## config.mk

```make
export PLATFORM = sky130hd
export DESIGN_NAME = pfsm_ctrl
export DESIGN_NICKNAME = d
export VERILOG_FILES = /design/src/rtl/pfsm_pkg.sv /design/src/rtl/pfsm_part.sv /design/src/rtl/pfsm_global.sv /design/src/rtl/pfsm_ctrl.sv
export SDC_FILE = /design/constraint.sdc
export NUM_CORES = 1
export LEC_CHECK = 0
export BUFFER_PORTS_ARGS = -buffer_cell sky130_fd_sc_hd__buf_2
export CAP_MARGIN = 20
export CORE_ASPECT_RATIO = 1.2
export CORE_UTILIZATION = 51
export DETAILED_ROUTE_END_ITERATION = 8
export PLACE_DENSITY = 0.74
export SLEW_MARGIN = 20
export SYNTH_ARGS = -nofsm -noshare
export SYNTH_HDL_FRONTEND = slang
export SYNTH_SLANG_ARGS = --single-unit
```

## constraint.sdc

```tcl
create_clock -name clk -period 2.6 [get_ports clk]
set_input_delay 0.52 -clock clk [delete_from_list [all_inputs] [get_ports clk]]
set_output_delay 0.52 -clock clk [all_outputs]
set_load 0.1 [all_outputs]
```

## src/rtl/pfsm_pkg.sv

```systemverilog
// Shared types for the partitioned state machine controller.
// Assumes a 2-bit command input; the encoding is fixed here.
package pfsm_pkg;

    typedef enum logic [1:0] {
        CMD_HOLD = 2'b00,
        CMD_STEP = 2'b01,
        CMD_FWD  = 2'b10,
        CMD_HOME = 2'b11
    } pfsm_cmd_e;

endpackage

```

## src/rtl/pfsm_part.sv

```systemverilog
// Next-state logic of one sub-machine with NSTATES local states.
// Code 0 is the coupled entry state and is left unconditionally for code 1.
// Assumes cur_i already lies in 0..NSTATES-1 while en_i is high. With en_i low,
// all inputs are masked and every output is zero, so this partition adds
// nothing to the shared OR-combined next state.
module pfsm_part
    import pfsm_pkg::*;
#(
    parameter int NSTATES = 4,
    parameter int LW      = 3
) (
    input  logic          en_i,
    input  logic [1:0]    cmd_i,
    input  logic [LW-1:0] cur_i,
    output logic [LW-1:0] nxt_o,
    output logic          fwd_o,
    output logic          home_o
);

    localparam logic [LW-1:0] LAST  = LW'(NSTATES - 1);
    localparam logic [LW-1:0] FIRST = LW'(1);

    pfsm_cmd_e     cmd_m;
    logic [LW-1:0] cur_m;

    // Input disabling: an idle partition sees all-zero operands.
    always_comb begin
        cmd_m = en_i ? pfsm_cmd_e'(cmd_i) : CMD_HOLD;
        cur_m = en_i ? cur_i : '0;
    end

    // Local transition function of this partition.
    always_comb begin
        nxt_o  = '0;
        fwd_o  = 1'b0;
        home_o = 1'b0;
        if (en_i) begin
            if (cur_m == '0) begin
                nxt_o = FIRST;
            end else begin
                unique case (cmd_m)
                    CMD_HOLD: nxt_o = cur_m;
                    CMD_STEP: nxt_o = (cur_m == LAST) ? FIRST : cur_m + LW'(1);
                    CMD_FWD:  fwd_o = 1'b1;
                    CMD_HOME: home_o = 1'b1;
                    default:  nxt_o = cur_m;
                endcase
            end
        end
    end

endmodule

```

## src/rtl/pfsm_global.sv

```systemverilog
// Global-state pointer: names the single active partition.
// Assumes fwd_i and home_i come from the active partition only, so they are
// never both high. The pointer changes on the same edge as the local register
// enters the coupled entry code. The enables are a plain decode of the pointer.
module pfsm_global #(
    parameter int NPART = 4,
    parameter int GW    = 2
) (
    input  logic             clk,
    input  logic             rst_n,
    input  logic             fwd_i,
    input  logic             home_i,
    output logic [GW-1:0]    g_q,
    output logic [GW-1:0]    g_nxt,
    output logic [NPART-1:0] en_o
);

    localparam logic [GW-1:0] G_LAST = GW'(NPART - 1);

    // Pointer next value: home wins, then forward with wrap, else keep.
    always_comb begin
        if (home_i)
            g_nxt = '0;
        else if (fwd_i)
            g_nxt = (g_q == G_LAST) ? '0 : g_q + GW'(1);
        else
            g_nxt = g_q;
    end

    // Pointer register, partition 0 after reset.
    always_ff @(posedge clk) begin
        if (!rst_n)
            g_q <= '0;
        else
            g_q <= g_nxt;
    end

    // One enable per partition, decoded from the pointer.
    for (genvar p = 0; p < NPART; p++) begin : g_dec
        assign en_o[p] = (g_q == GW'(p));
    end

endmodule

```

## src/rtl/pfsm_ctrl.sv

```systemverilog
// Partitioned state machine controller, top level.
// One shared local register (wide enough for the largest partition) plus a
// partition pointer. Only the active partition's next-state logic is enabled;
// the partition outputs are OR-combined, which relies on at most one enable.
// state_id_o is a registered Moore output: base of partition + local code.
module pfsm_ctrl #(
    parameter int NPART         = 4,
    parameter int PART_N [NPART] = '{2, 4, 4, 8}
) (
    input  logic        clk,
    input  logic        rst_n,
    input  logic [1:0]  cmd_i,
    output logic [4:0]  state_id_o,
    output logic [3:0]  part_en_o
);

    // Sum of the state counts of partitions below index upto.
    function automatic int sum_below(input int upto);
        int s;
        s = 0;
        for (int i = 0; i < upto; i++) s += PART_N[i];
        return s;
    endfunction

    // Widest local code needed by any partition.
    function automatic int max_width(input int cnt);
        int w;
        w = 1;
        for (int i = 0; i < cnt; i++)
            if ($clog2(PART_N[i]) > w) w = $clog2(PART_N[i]);
        return w;
    endfunction

    localparam int GW    = (NPART > 1) ? $clog2(NPART) : 1;
    localparam int LW    = max_width(NPART);
    localparam int TOTAL = sum_below(NPART);
    localparam int IDW   = $clog2(TOTAL);

    logic [GW-1:0]    g_q;
    logic [GW-1:0]    g_nxt;
    logic [NPART-1:0] en;
    logic [LW-1:0]    l_q;
    logic [LW-1:0]    l_nxt;
    logic             fwd_any;
    logic             home_any;
    logic [IDW-1:0]   id_q;

    logic [LW-1:0]    nxt_arr  [NPART];
    logic [NPART-1:0] fwd_arr;
    logic [NPART-1:0] home_arr;
    logic [IDW-1:0]   base_w   [NPART];

    // One next-state block and one base offset per partition.
    for (genvar p = 0; p < NPART; p++) begin : g_part
        pfsm_part #(
            .NSTATES (PART_N[p]),
            .LW      (LW)
        ) u_part (
            .en_i   (en[p]),
            .cmd_i  (cmd_i),
            .cur_i  (l_q),
            .nxt_o  (nxt_arr[p]),
            .fwd_o  (fwd_arr[p]),
            .home_o (home_arr[p])
        );
        assign base_w[p] = IDW'(sum_below(p));
    end

    // Merge the partition results; idle partitions contribute zeros.
    always_comb begin
        l_nxt = '0;
        for (int p = 0; p < NPART; p++) l_nxt |= nxt_arr[p];
        fwd_any  = |fwd_arr;
        home_any = |home_arr;
    end

    pfsm_global #(
        .NPART (NPART),
        .GW    (GW)
    ) u_global (
        .clk    (clk),
        .rst_n  (rst_n),
        .fwd_i  (fwd_any),
        .home_i (home_any),
        .g_q    (g_q),
        .g_nxt  (g_nxt),
        .en_o   (en)
    );

    // Shared local-state register, entry code 0 after reset.
    always_ff @(posedge clk) begin
        if (!rst_n)
            l_q <= '0;
        else
            l_q <= l_nxt;
    end

    // Registered Moore output from the next (pointer, local) pair.
    always_ff @(posedge clk) begin
        if (!rst_n)
            id_q <= '0;
        else
            id_q <= base_w[g_nxt] + IDW'(l_nxt);
    end

    assign state_id_o = 5'(id_q);
    assign part_en_o  = 4'(en);

endmodule

```

==> metrics.txt, run 1 <==
result of the run=finished, violations left; violations in the final reports=negative setup slack; wire length of the first global-routing pass=between 4 and 5 mm; total power density per cell area=around 290 nW/um^2; startpoint type of the worst setup path=register; clock slew at the register clock pins of the worst setup and hold paths=~0.06 ns; crit path max-delay cell type=sky130_fd_sc_hd__fa_2; net count after synthesis=~150; worst reg2reg startpoint=u_global.g_q[1]; Post-Syn Area=slightly above 1000 sq um; initial antenna violation count=0; overall fraction of global-route tracks in use=between 20% and 30%; count of final max-slew check failures=0; Hold Crit Start=rst_n; most numerous cell on the critical path=sky130_fd_sc_hd__ha_2; RD Place Congestion=0.9536; Yosys reg bits=9; placement row count=17; number of buffers inserted during clock tree synthesis=3; Final WS setup=-0.006782 ns; Logic pwr share=32.3%; setup slack at placement=-0.1088 ns; RSZ-0062 raised after global routing=yes; post-detailed-route count of antenna-violating nets=0; total number of vias=slightly above 1,000; CP cell instances=buf_6 -> ha_4 -> nand2_2 -> ha_2 -> mux2i_1 -> nor3b_1 -> a21oi_1 -> a31oi_1 -> ha_2 -> fa_2 -> and2_4; total of warnings raised by yosys=0; core footprint=1851 sq um; synthesis-to-finish area growth=32.18%; clock latency reported for the late side of the worst-skew pair=approximately 0.27 ns; fraction of synthesized cell area taken by the top area cell type=~18%; via count of the first global-routing pass=between 1,000 and 1,500; post-route insts no fill=about 180; data required time at the worst endpoint=2.77 ns; share of cells above drive strength 1=between 40% and 50%; class of the tightest hold or removal check=in2reg; kind of capture point of the worst setup path=register; sequential fraction of the synthesis area=between 15 and 20%; proportion of power drawn by flip-flops and latches=between 30% and 40%; top post-synthesis cells by area=sky130_fd_sc_hd__dfxtp_1, sky130_fd_sc_hd__ha_1, sky130_fd_sc_hd__mux2i_1; Inst Count DP=166; post-detail-place hpwl=roughly 1.8 mm; biggest cell delay along the critical path=~0.43 ns; final net count=178; clock period minus final worst setup slack=around 2.6 ns; startpoint of the worst setup timing path=u_global.g_q[1]; starting utilization of the core area=approximately 55%; highest clock frequency the design can meet=between 300 and 400 MHz; clock share of power=29.7%; pin count of the biggest net entering global routing=14; clock tree from TritonCTS=built; mean area per synthesized cell=a little under 8 sq um; # setup viols final=1; Die Wd=roughly 43 microns; share of the clock period used by the worst path=100.3%; Max Root-Sink Buffers=2; Top delay family on crit path=adder cells; Crit Path Class=reg2reg; via density per instance=~5.7; total internal power=239.1 uW; count of TritonRoute iterations in the first routing pass=4; Net Sw Frac=between 30% and 40%; leakage=about 0.66 nW; number of filler instances in the final layout=139; die height=between 50 and 60 microns; cell count after synthesis=130; I/O pin cnt=13; number of sinks on the clock net=9; CP bufs+invs=1; area leader, netlist=sky130_fd_sc_hd__dfxtp_1; Fin Clk Skew=0.001482 ns; number of distinct library cells after synthesis=40; Remaining DRCs=0; number of I/O port buffers=12; Max FO, Critical Path=3; Slew @ Worst Pin=approximately 0.49 ns; CTS Root Cell=sky130_fd_sc_hd__clkbuf_4; switching power of the nets=142.3 uW; max-cap violations=0; Data arrival, critical path=between 2 and 3 ns; floorplan die area=around 2200 sq um; endpoints failing hold=0; total detailed-routing wirelength=about 2.7 mm; overall overflow remaining after global route=0; number of H-tree levels=1; antenna diode count=0; VDD IR max=just over 0.3 mV; Slew HR=a little under 70%; WL per Instance=approximately 15 microns; number of DRC violations after detailed-routing iteration 0=40
final timing paths:
path	end	slack, ns	depth (start not counted)
worst min register to register	u_global.g_q[0]	0.78	3
worst max-delay path	state_id_o[2]	-0.007	11
worst min-delay path	l_q[2]	0.56	2
worst max register to register	state_id_o[2]	-0.007	11
flip-flops by register name, summed over array words and instances (netlist names):
register / cells
state_id_o: 4
l_q: 3
u_global.g_q: 2
power groups by stage:
stage	Clock (mW)	Sequential, mW	Combinational [mW]
6_report	0.113	0.145	0.123
5_1_grt	0.124	0.145	0.131
4_1_cts	0.112	0.145	0.114
3_5_place_dp	0	0.149	0.108
3_3_place_gp	0	0.149	0.106
2_1_floorplan	0	0.156	0.0782
routing by layer:
metal / vias up / GRT usage, % / part of all wire [%] / wire length [microns]
li1: 495 / - / - / -
met1: 470 / 29.54 / 39 / 1049
met2: 44 / 50.51 / 53 / 1431
met3: 8 / 4.676 / 5.9 / 160
met4: 0 / 13.54 / 2.1 / 57
met5: - / 0 / 0 / 0
worst register-to-register path, stage by stage, from the launching register on:
cell                      delay (ns)
sky130_fd_sc_hd__dfxtp_4        0.37
sky130_fd_sc_hd__buf_6          0.11
sky130_fd_sc_hd__ha_4           0.16
sky130_fd_sc_hd__nand2_2        0.06
sky130_fd_sc_hd__ha_2           0.33
sky130_fd_sc_hd__mux2i_1        0.07
sky130_fd_sc_hd__nor3b_1        0.27
sky130_fd_sc_hd__a21oi_1        0.07
sky130_fd_sc_hd__a31oi_1        0.25
sky130_fd_sc_hd__ha_2           0.26
sky130_fd_sc_hd__fa_2           0.43
sky130_fd_sc_hd__and2_4         0.14
through the flow:
stage | TNS, ns | instance area [sq um] | util (%) | hold slack [ns] | power [mW]
floorplan | -0.005325 | 1025 | - | 0.5674 | 0.2339
CTS | -0.001455 | 1304 | 70.45 | 0.5591 | 0.3709
detailed placement | -0.2343 | 1156 | 62.47 | 0.7130 | 0.2564
global route | -0.1815 | 1336 | 72.21 | 0.5556 | 0.4007
global placement | -0.01716 | 1156 | 62.47 | 0.7006 | 0.2549
finish | -0.006782 | 1336 | 72.21 | 0.5584 | 0.3813
cells by family (layout without fill, tap and decap cells):
group | count (synthesis) | in the layout | synth area share, %
muxes | 6 | 6 | 6.064
buffers and inverters | 24 | 53 | 12.00
adders and majority gates | 14 | 14 | 18.07
and+or+nand+nor | 46 | 46 | 23.64
AOI/OAI and AO/OA | 31 | 31 | 22.40
DFF | 9 | 9 | 17.82
placed cells by master (no fill, tap or decap), types with 2 or more instances in the layout:
| master | synthesis | routed |
|---|---|---|
| sky130_fd_sc_hd__a21oi_1 | 7 | 6 |
| sky130_fd_sc_hd__a31oi_1 | 2 | 2 |
| sky130_fd_sc_hd__and2_1 | 5 | 3 |
| sky130_fd_sc_hd__and2_4 | 0 | 2 |
| sky130_fd_sc_hd__buf_2 | 4 | 12 |
| sky130_fd_sc_hd__buf_4 | 5 | 23 |
| sky130_fd_sc_hd__clkbuf_4 | 0 | 3 |
| sky130_fd_sc_hd__dfxtp_1 | 9 | 7 |
| sky130_fd_sc_hd__dfxtp_4 | 0 | 2 |
| sky130_fd_sc_hd__ha_1 | 13 | 6 |
| sky130_fd_sc_hd__ha_2 | 0 | 4 |
| sky130_fd_sc_hd__ha_4 | 0 | 3 |
| sky130_fd_sc_hd__inv_1 | 12 | 9 |
| sky130_fd_sc_hd__inv_2 | 0 | 2 |
| sky130_fd_sc_hd__mux2i_1 | 5 | 4 |
| sky130_fd_sc_hd__nand2_1 | 10 | 8 |
| sky130_fd_sc_hd__nand2_2 | 0 | 2 |
| sky130_fd_sc_hd__nand2b_1 | 4 | 4 |
| sky130_fd_sc_hd__nand3_1 | 5 | 5 |
| sky130_fd_sc_hd__nor2_1 | 11 | 10 |
| sky130_fd_sc_hd__nor2b_1 | 5 | 4 |
| sky130_fd_sc_hd__o21ai_0 | 7 | 5 |
| sky130_fd_sc_hd__o21ai_1 | 0 | 2 |
| sky130_fd_sc_hd__or2b_1 | 2 | 2 |
layout make-up:
| type | count | area [sq um] | area share (%) |
|---|---|---|---|
| Timing Repair Buffer | 36 | 244.0 | 18.26 |
| Multi-Input combinational cell | 97 | 803.3 | 60.11 |
| Tap cell | 19 | 23.77 | 1.779 |
| Inverter | 13 | 51.30 | 3.839 |
| Sequential cell | 9 | 187.7 | 14.04 |
| Clock buffer | 4 | 26.28 | 1.966 |
Yosys cell counts:
cell type	count
sky130_fd_sc_hd__a211oi_1	1
sky130_fd_sc_hd__a21boi_1	1
sky130_fd_sc_hd__a21o_1	1
sky130_fd_sc_hd__a21oi_1	7
sky130_fd_sc_hd__a22o_2	1
sky130_fd_sc_hd__a22oi_1	1
sky130_fd_sc_hd__a31o_2	1
sky130_fd_sc_hd__a31oi_1	2
sky130_fd_sc_hd__a41oi_1	1
sky130_fd_sc_hd__and2_1	5
sky130_fd_sc_hd__and2_2	1
sky130_fd_sc_hd__buf_2	4
sky130_fd_sc_hd__buf_4	5
sky130_fd_sc_hd__buf_6	1
sky130_fd_sc_hd__clkbuf_1	1
sky130_fd_sc_hd__clkinv_1	1
sky130_fd_sc_hd__dfxtp_1	9
sky130_fd_sc_hd__fa_1	1
sky130_fd_sc_hd__ha_1	13
sky130_fd_sc_hd__inv_1	12
sky130_fd_sc_hd__mux2_2	1
sky130_fd_sc_hd__mux2i_1	5
sky130_fd_sc_hd__nand2_1	10
sky130_fd_sc_hd__nand2b_1	4
sky130_fd_sc_hd__nand3_1	5
sky130_fd_sc_hd__nor2_1	11
sky130_fd_sc_hd__nor2b_1	5
sky130_fd_sc_hd__nor3_1	1
sky130_fd_sc_hd__nor3b_1	1
sky130_fd_sc_hd__nor4_2	1
sky130_fd_sc_hd__o2111ai_2	1
sky130_fd_sc_hd__o211ai_2	1
sky130_fd_sc_hd__o21ai_0	7
sky130_fd_sc_hd__o21ai_2	1
sky130_fd_sc_hd__o21ai_4	1
sky130_fd_sc_hd__o221a_2	1
sky130_fd_sc_hd__o221ai_1	1
sky130_fd_sc_hd__o22ai_1	1
sky130_fd_sc_hd__o31ai_1	1
sky130_fd_sc_hd__or2b_1	2
timing repair:
action                     in CTS  in global routing
gates resized for setup        25                  4
pin swaps                       9                  5
hold buffers                    0                  0
setup buffers                   6                  2
setup endpoints to repair       3                  3
Note: power is estimated with default switching activity, not from simulation.
==> inputs of run 2 (changes only) <==
--- a/config.mk
+++ b/config.mk
@@ -5,12 +5,15 @@
 export SDC_FILE = /design/constraint.sdc
 export NUM_CORES = 1
 export LEC_CHECK = 0
+export ABC_CLOCK_PERIOD_IN_PS = 2600
 export BUFFER_PORTS_ARGS = -buffer_cell sky130_fd_sc_hd__buf_2
 export CAP_MARGIN = 20
 export CORE_ASPECT_RATIO = 1.2
-export CORE_UTILIZATION = 51
+export CORE_UTILIZATION = 54
+export CTS_BUF_LIST = sky130_fd_sc_hd__clkbuf_8
 export DETAILED_ROUTE_END_ITERATION = 8
-export PLACE_DENSITY = 0.74
+export PLACE_DENSITY = 0.78
+export SETUP_SLACK_MARGIN = 0.4
 export SLEW_MARGIN = 20
 export SYNTH_ARGS = -nofsm -noshare
 export SYNTH_HDL_FRONTEND = slang
==> metrics.txt, run 2 (synthesis gave the netlist of run 1 again) <==
result of the run=finished, violations left; violations in the final reports=negative setup slack; Setup TNS=-0.02982 ns; Hold Crit Start=rst_n; final net count=about 170; power consumption=about 420 uW; RD Place Congestion=roughly 0.9; number of I/O port buffers=12; clock tree from TritonCTS=built; share of the clock period used by the worst path=100.9%; max-cap violations=0; placement row count=16; CTS Root Cell=sky130_fd_sc_hd__clkbuf_8; die height=between 40 and 50 microns; I/O pin cnt=13; total detailed-routing wirelength=around 2.7 mm; Top delay family on crit path=adder cells; total number of vias=between 1,000 and 1,500; hold slack=about 0.63 ns; most common cell after layout, fill and taps aside=sky130_fd_sc_hd__buf_4; Metal-1 WL=986 microns; leakage=about 0.65 nW; Final WS setup=-0.02443 ns; top sig layer=met4; startpoint of the worst setup timing path=u_global.g_q[1]; RSZ-0062 raised after global routing=yes; overall overflow remaining after global route=0; CP cell instances=inv_4 -> ha_4 -> and2_4 -> inv_2 -> ha_4 -> nor2b_4 -> o2111ai_4 -> o211ai_2 -> mux2i_2 -> a211oi_2 -> fa_2 -> and2_1; most numerous cell on the critical path=sky130_fd_sc_hd__ha_4; Max Root-Sink Buffers=2; number of H-tree levels=1; total power density per cell area=approximately 310 nW/um^2; Max FO, Critical Path=4; total met3 wirelength after detailed routing=199 microns; Data arrival, critical path=2.75 ns; crit path max-delay cell type=sky130_fd_sc_hd__fa_2; kind of capture point of the worst setup path=register; post-route insts no fill=~170; Remaining DRCs=0; count of TritonRoute iterations in the first routing pass=4; VDD IR max=0.4079 mV; Fin Clk Skew=roughly 0.003 ns; flip-flop count of the largest register, all copies and words added=4; synthesis-to-finish area growth=31.68%; clock period minus final worst setup slack=about 2.6 ns; WL per Instance=15.51 microns; class of the tightest hold or removal check=in2reg; number of filler instances in the final layout=roughly 120; highest clock frequency the design can meet=381.0 MHz; number of sinks on the clock net=9; worst reg2reg startpoint=u_global.g_q[1]; Die Wd=around 42 microns; count of final max-slew check failures=0; floorplan die area=between 2000 and 2500 sq um; endpoints failing hold=0; via count of the first global-routing pass=between 1,000 and 1,500; overall fraction of global-route tracks in use=27.93%; wire length of the first global-routing pass=4.416 mm; CP bufs+invs=2; number of DRC violations after detailed-routing iteration 0=37; number of buffers inserted during clock tree synthesis=3; WL met2=around 1.3 mm; starting utilization of the core area=slightly below 60%; share of cells above drive strength 1=a little over two fifths; pin count of the biggest net entering global routing=13; most frequent cells in the layout=sky130_fd_sc_hd__buf_4, sky130_fd_sc_hd__buf_2, sky130_fd_sc_hd__nor2_1; clock latency reported for the late side of the worst-skew pair=~0.23 ns; multi-input combinational cell area=815.8 sq um; post-detailed-route count of antenna-violating nets=0; post-detail-place hpwl=around 2.1 mm; Slew HR=67.57%; Inst Count DP=between 150 and 200; Slew @ Worst Pin=about 0.49 ns; antenna diode count=0; Final Util=between 70% and 80%; register cell area after layout=around 190 sq um; via density per instance=about 6.0; biggest cell delay along the critical path=slightly below 0.5 ns; core footprint=~1700 sq um; clock slew at the register clock pins of the worst setup and hold paths=about 0.040 ns; startpoint type of the worst setup path=register; initial antenna violation count=0; data required time at the worst endpoint=about 2.7 ns; Crit Path Class=reg2reg; Worst R2R Setup Slack=-0.02 ns; # setup viols final=2
[run 2: repair_timing]
| item | in CTS | in global routing |
|---|---|---|
| hold buffers | 0 | 0 |
| pin swaps | 3 | 2 |
| resized for setup | 4 | 2 |
| setup endpoints to repair | 4 | 5 |
| setup buffers | 5 | 1 |
[run 2: path summary, 6_finish.rpt]
check / depth (start not counted) / to
min: 2 / state_id_o[2]
max: 12 / state_id_o[2]
max reg2reg: 12 / state_id_o[2]
min reg2reg: 4 / l_q[0]
[run 2: through the flow]
step | worst slack [ns] | area [sq um]
floorplan | 0.1040 | 1111
global placement | 0.04731 | 1219
detailed placement | -0.02646 | 1219
CTS | 0.004837 | 1313
global route | -0.1406 | 1331
finish | -0.02443 | 1331
[run 2: area by class of cell]
| type | count | share of cell area [%] |
|---|---|---|
| sequential | 9 | 14.10 |
| tap | 18 | 1.692 |
| multi-input combinational | 97 | 61.28 |
| inverter | 13 | 4.041 |
| timing repair buffer | 31 | 15.51 |
| clock inverter | 1 | 0.2820 |
| clock buffer | 3 | 3.101 |
[run 2: layer usage]
layer | vias up | GRT usage [%]
met5 | - | 0
met4 | 0 | 18.28
met3 | 16 | 5.556
met2 | 63 | 47.66
met1 | 464 | 30.75
li1 | 492 | -
[run 2: report_power, final]
part / total, mW / internal (mW) / switching, mW
logic: 0.117 / 0.0364 / 0.0809
clock network: 0.154 / 0.103 / 0.0520
registers: 0.147 / 0.141 / 0.00560
==> inputs of run 3 (changes only) <==
--- a/config.mk
+++ b/config.mk
@@ -8,7 +8,6 @@
 export ABC_CLOCK_PERIOD_IN_PS = 2600
 export BUFFER_PORTS_ARGS = -buffer_cell sky130_fd_sc_hd__buf_2
 export CAP_MARGIN = 20
-export CORE_ASPECT_RATIO = 1.2
 export CORE_UTILIZATION = 54
 export CTS_BUF_LIST = sky130_fd_sc_hd__clkbuf_8
 export DETAILED_ROUTE_END_ITERATION = 8
==> metrics.txt, run 3 (synthesis gave the netlist of run 1 again) <==
antenna diode count=0; Slew HR=67.06%; Slew @ Worst Pin=between 0.4 and 0.5 ns; VDD IR max=between 0.4 and 0.5 mV; number of H-tree levels=1; leakage=0.6411 nW; Logic pwr share=approximately 29%; wire length of the first global-routing pass=a little over 4 mm; count of final max-slew check failures=0; Max FO, Critical Path=4; final net count=171; total power density per cell area=about 320 nW/um^2; max-cap violations=0; Die Wd=between 40 and 50 microns; floorplan die area=just over 2000 sq um; Remaining DRCs=0; data required time at the worst endpoint=2.73 ns; share of the clock period used by the worst path=between 90% and 100%; CP bufs+invs=2; endpoints failing hold=0; number of sinks on the clock net=9; Inst Count DP=about 170; class of the tightest hold or removal check=in2reg; Net Sw Frac=between 30% and 40%; highest clock frequency the design can meet=between 300 and 400 MHz; placement row count=15; switching power of the nets=approximately 140 uW; clock period minus final worst setup slack=between 2 and 3 ns; share of cells above drive strength 1=around 44%; total internal power=between 200 and 300 uW; clock latency reported for the late side of the worst-skew pair=approximately 0.23 ns; core footprint=1745 sq um; crit path max-delay cell type=sky130_fd_sc_hd__fa_2; number of DRC violations after detailed-routing iteration 0=28; total detailed-routing wirelength=2.755 mm; count of TritonRoute iterations in the first routing pass=4; Data arrival, critical path=2.71 ns; Crit Path Class=reg2reg; post-route insts no fill=between 150 and 200; Final WS setup=0.01161 ns; RD Place Congestion=around 0.87; die height=approximately 45 microns; setup slack at placement=-0.005046 ns; via count of the first global-routing pass=909; total number of vias=roughly 1,000; post-detail-place hpwl=1.914 mm; startpoint type of the worst setup path=register; starting utilization of the core area=between 50 and 60%; kind of capture point of the worst setup path=register; number of buffers inserted during clock tree synthesis=3; clock tree from TritonCTS=built; clock slew at the register clock pins of the worst setup and hold paths=~0.04 ns; result of the run=completed; Top delay family on crit path=adder cells; Non-Filler Cell Area, Final=between 1000 and 1500 sq um; synthesis-to-finish area growth=33.17%; via density per instance=~5.7; Fin Clk Skew=slightly above 0.0007 ns; proportion of power drawn by flip-flops and latches=between 30% and 40%; I/O pin cnt=13; overall fraction of global-route tracks in use=28.00%; flip-flop count of the largest register, all copies and words added=4; most numerous cell on the critical path=sky130_fd_sc_hd__ha_4; overall overflow remaining after global route=0; biggest cell delay along the critical path=0.48 ns; RSZ-0062 raised after global routing=yes; CTS Root Cell=sky130_fd_sc_hd__clkbuf_8; CP cell instances=inv_4 -> ha_4 -> and2_4 -> inv_2 -> ha_4 -> nor2b_4 -> o2111ai_4 -> o211ai_4 -> mux2i_2 -> a211oi_2 -> fa_2 -> and2_1; pin count of the biggest net entering global routing=13; most common cell after layout, fill and taps aside=sky130_fd_sc_hd__buf_4; most frequent cells in the layout=sky130_fd_sc_hd__buf_4, sky130_fd_sc_hd__buf_2, sky130_fd_sc_hd__nor2_1; clock share of power=36.5%; number of filler instances in the final layout=approximately 130; WL per Instance=between 15 and 20 microns; # setup viols final=0; post-detailed-route count of antenna-violating nets=0; DP Area=roughly 1200 sq um; initial antenna violation count=0; number of I/O port buffers=12; Max Root-Sink Buffers=2
==> run 3: repair_timing <==
action                     4_1_cts  5_1_grt
hold buffers                     0        0
pin swaps                        1        2
setup buffers                    4        2
setup endpoints to repair        4        4
gates resized for setup          2        7
==> run 3: power by group through the flow <==
stage / clock network, mW / registers [mW] / logic, mW
5_1_grt: 0.166 / 0.147 / 0.132
2_1_floorplan: 0 / 0.155 / 0.0822
3_3_place_gp: 0 / 0.149 / 0.108
3_5_place_dp: 0 / 0.149 / 0.110
6_report: 0.156 / 0.147 / 0.124
4_1_cts: 0.160 / 0.147 / 0.115
==> run 3: metal layers <==
metal	vias up	global-route usage, %	routed length [microns]
met2	35	48.70	1420
met3	2	7.200	159
met1	481	36.17	1156
met4	0	1.818	19
li1	486	-	-
met5	-	0	0
==> run 3: area by class of cell <==
cell class	count	area, sq um	share of cell area (%)
multi-input combinational	97	843.3	62.64
sequential	9	187.7	13.94
timing repair buffer	29	187.7	13.94
inverter	13	51.30	3.810
clock buffer	3	41.29	3.067
tap	25	31.28	2.323
clock inverter	1	3.754	0.2788
==> run 3: through the flow <==
| stage | power, mW | util [%] | setup TNS (ns) | hold WS, ns |
|---|---|---|---|---|
| after floorplan | 0.2374 | - | 0 | 0.6021 |
| after global placement | 0.2574 | 69.46 | 0 | 0.6788 |
| after detailed placement | 0.2593 | 69.46 | -0.005046 | 0.6949 |
| after CTS | 0.4219 | 74.34 | 0 | 0.5989 |
| after global routing | 0.4446 | 77.13 | -0.1268 | 0.6267 |
| final | 0.4273 | 77.13 | 0 | 0.6129 |
==> run 3: final timing paths <==
kind / startpoint / end / depth (start not counted) / slack, ns
worst max-delay path: u_global.g_q[1] / state_id_o[2] / 12 / 0.01
worst min-delay path: rst_n / u_global.g_q[1] / 3 / 0.61
worst max register to register: u_global.g_q[1] / state_id_o[2] / 12 / 0.01
worst min register to register: u_global.g_q[0] / u_global.g_q[0] / 3 / 0.81
==> run 3: tightest hold or removal path: stages <==
cell and delay, ns:
sky130_fd_sc_hd__buf_2 0.15, sky130_fd_sc_hd__o21ai_0 0.09, sky130_fd_sc_hd__nor2_1 0.05
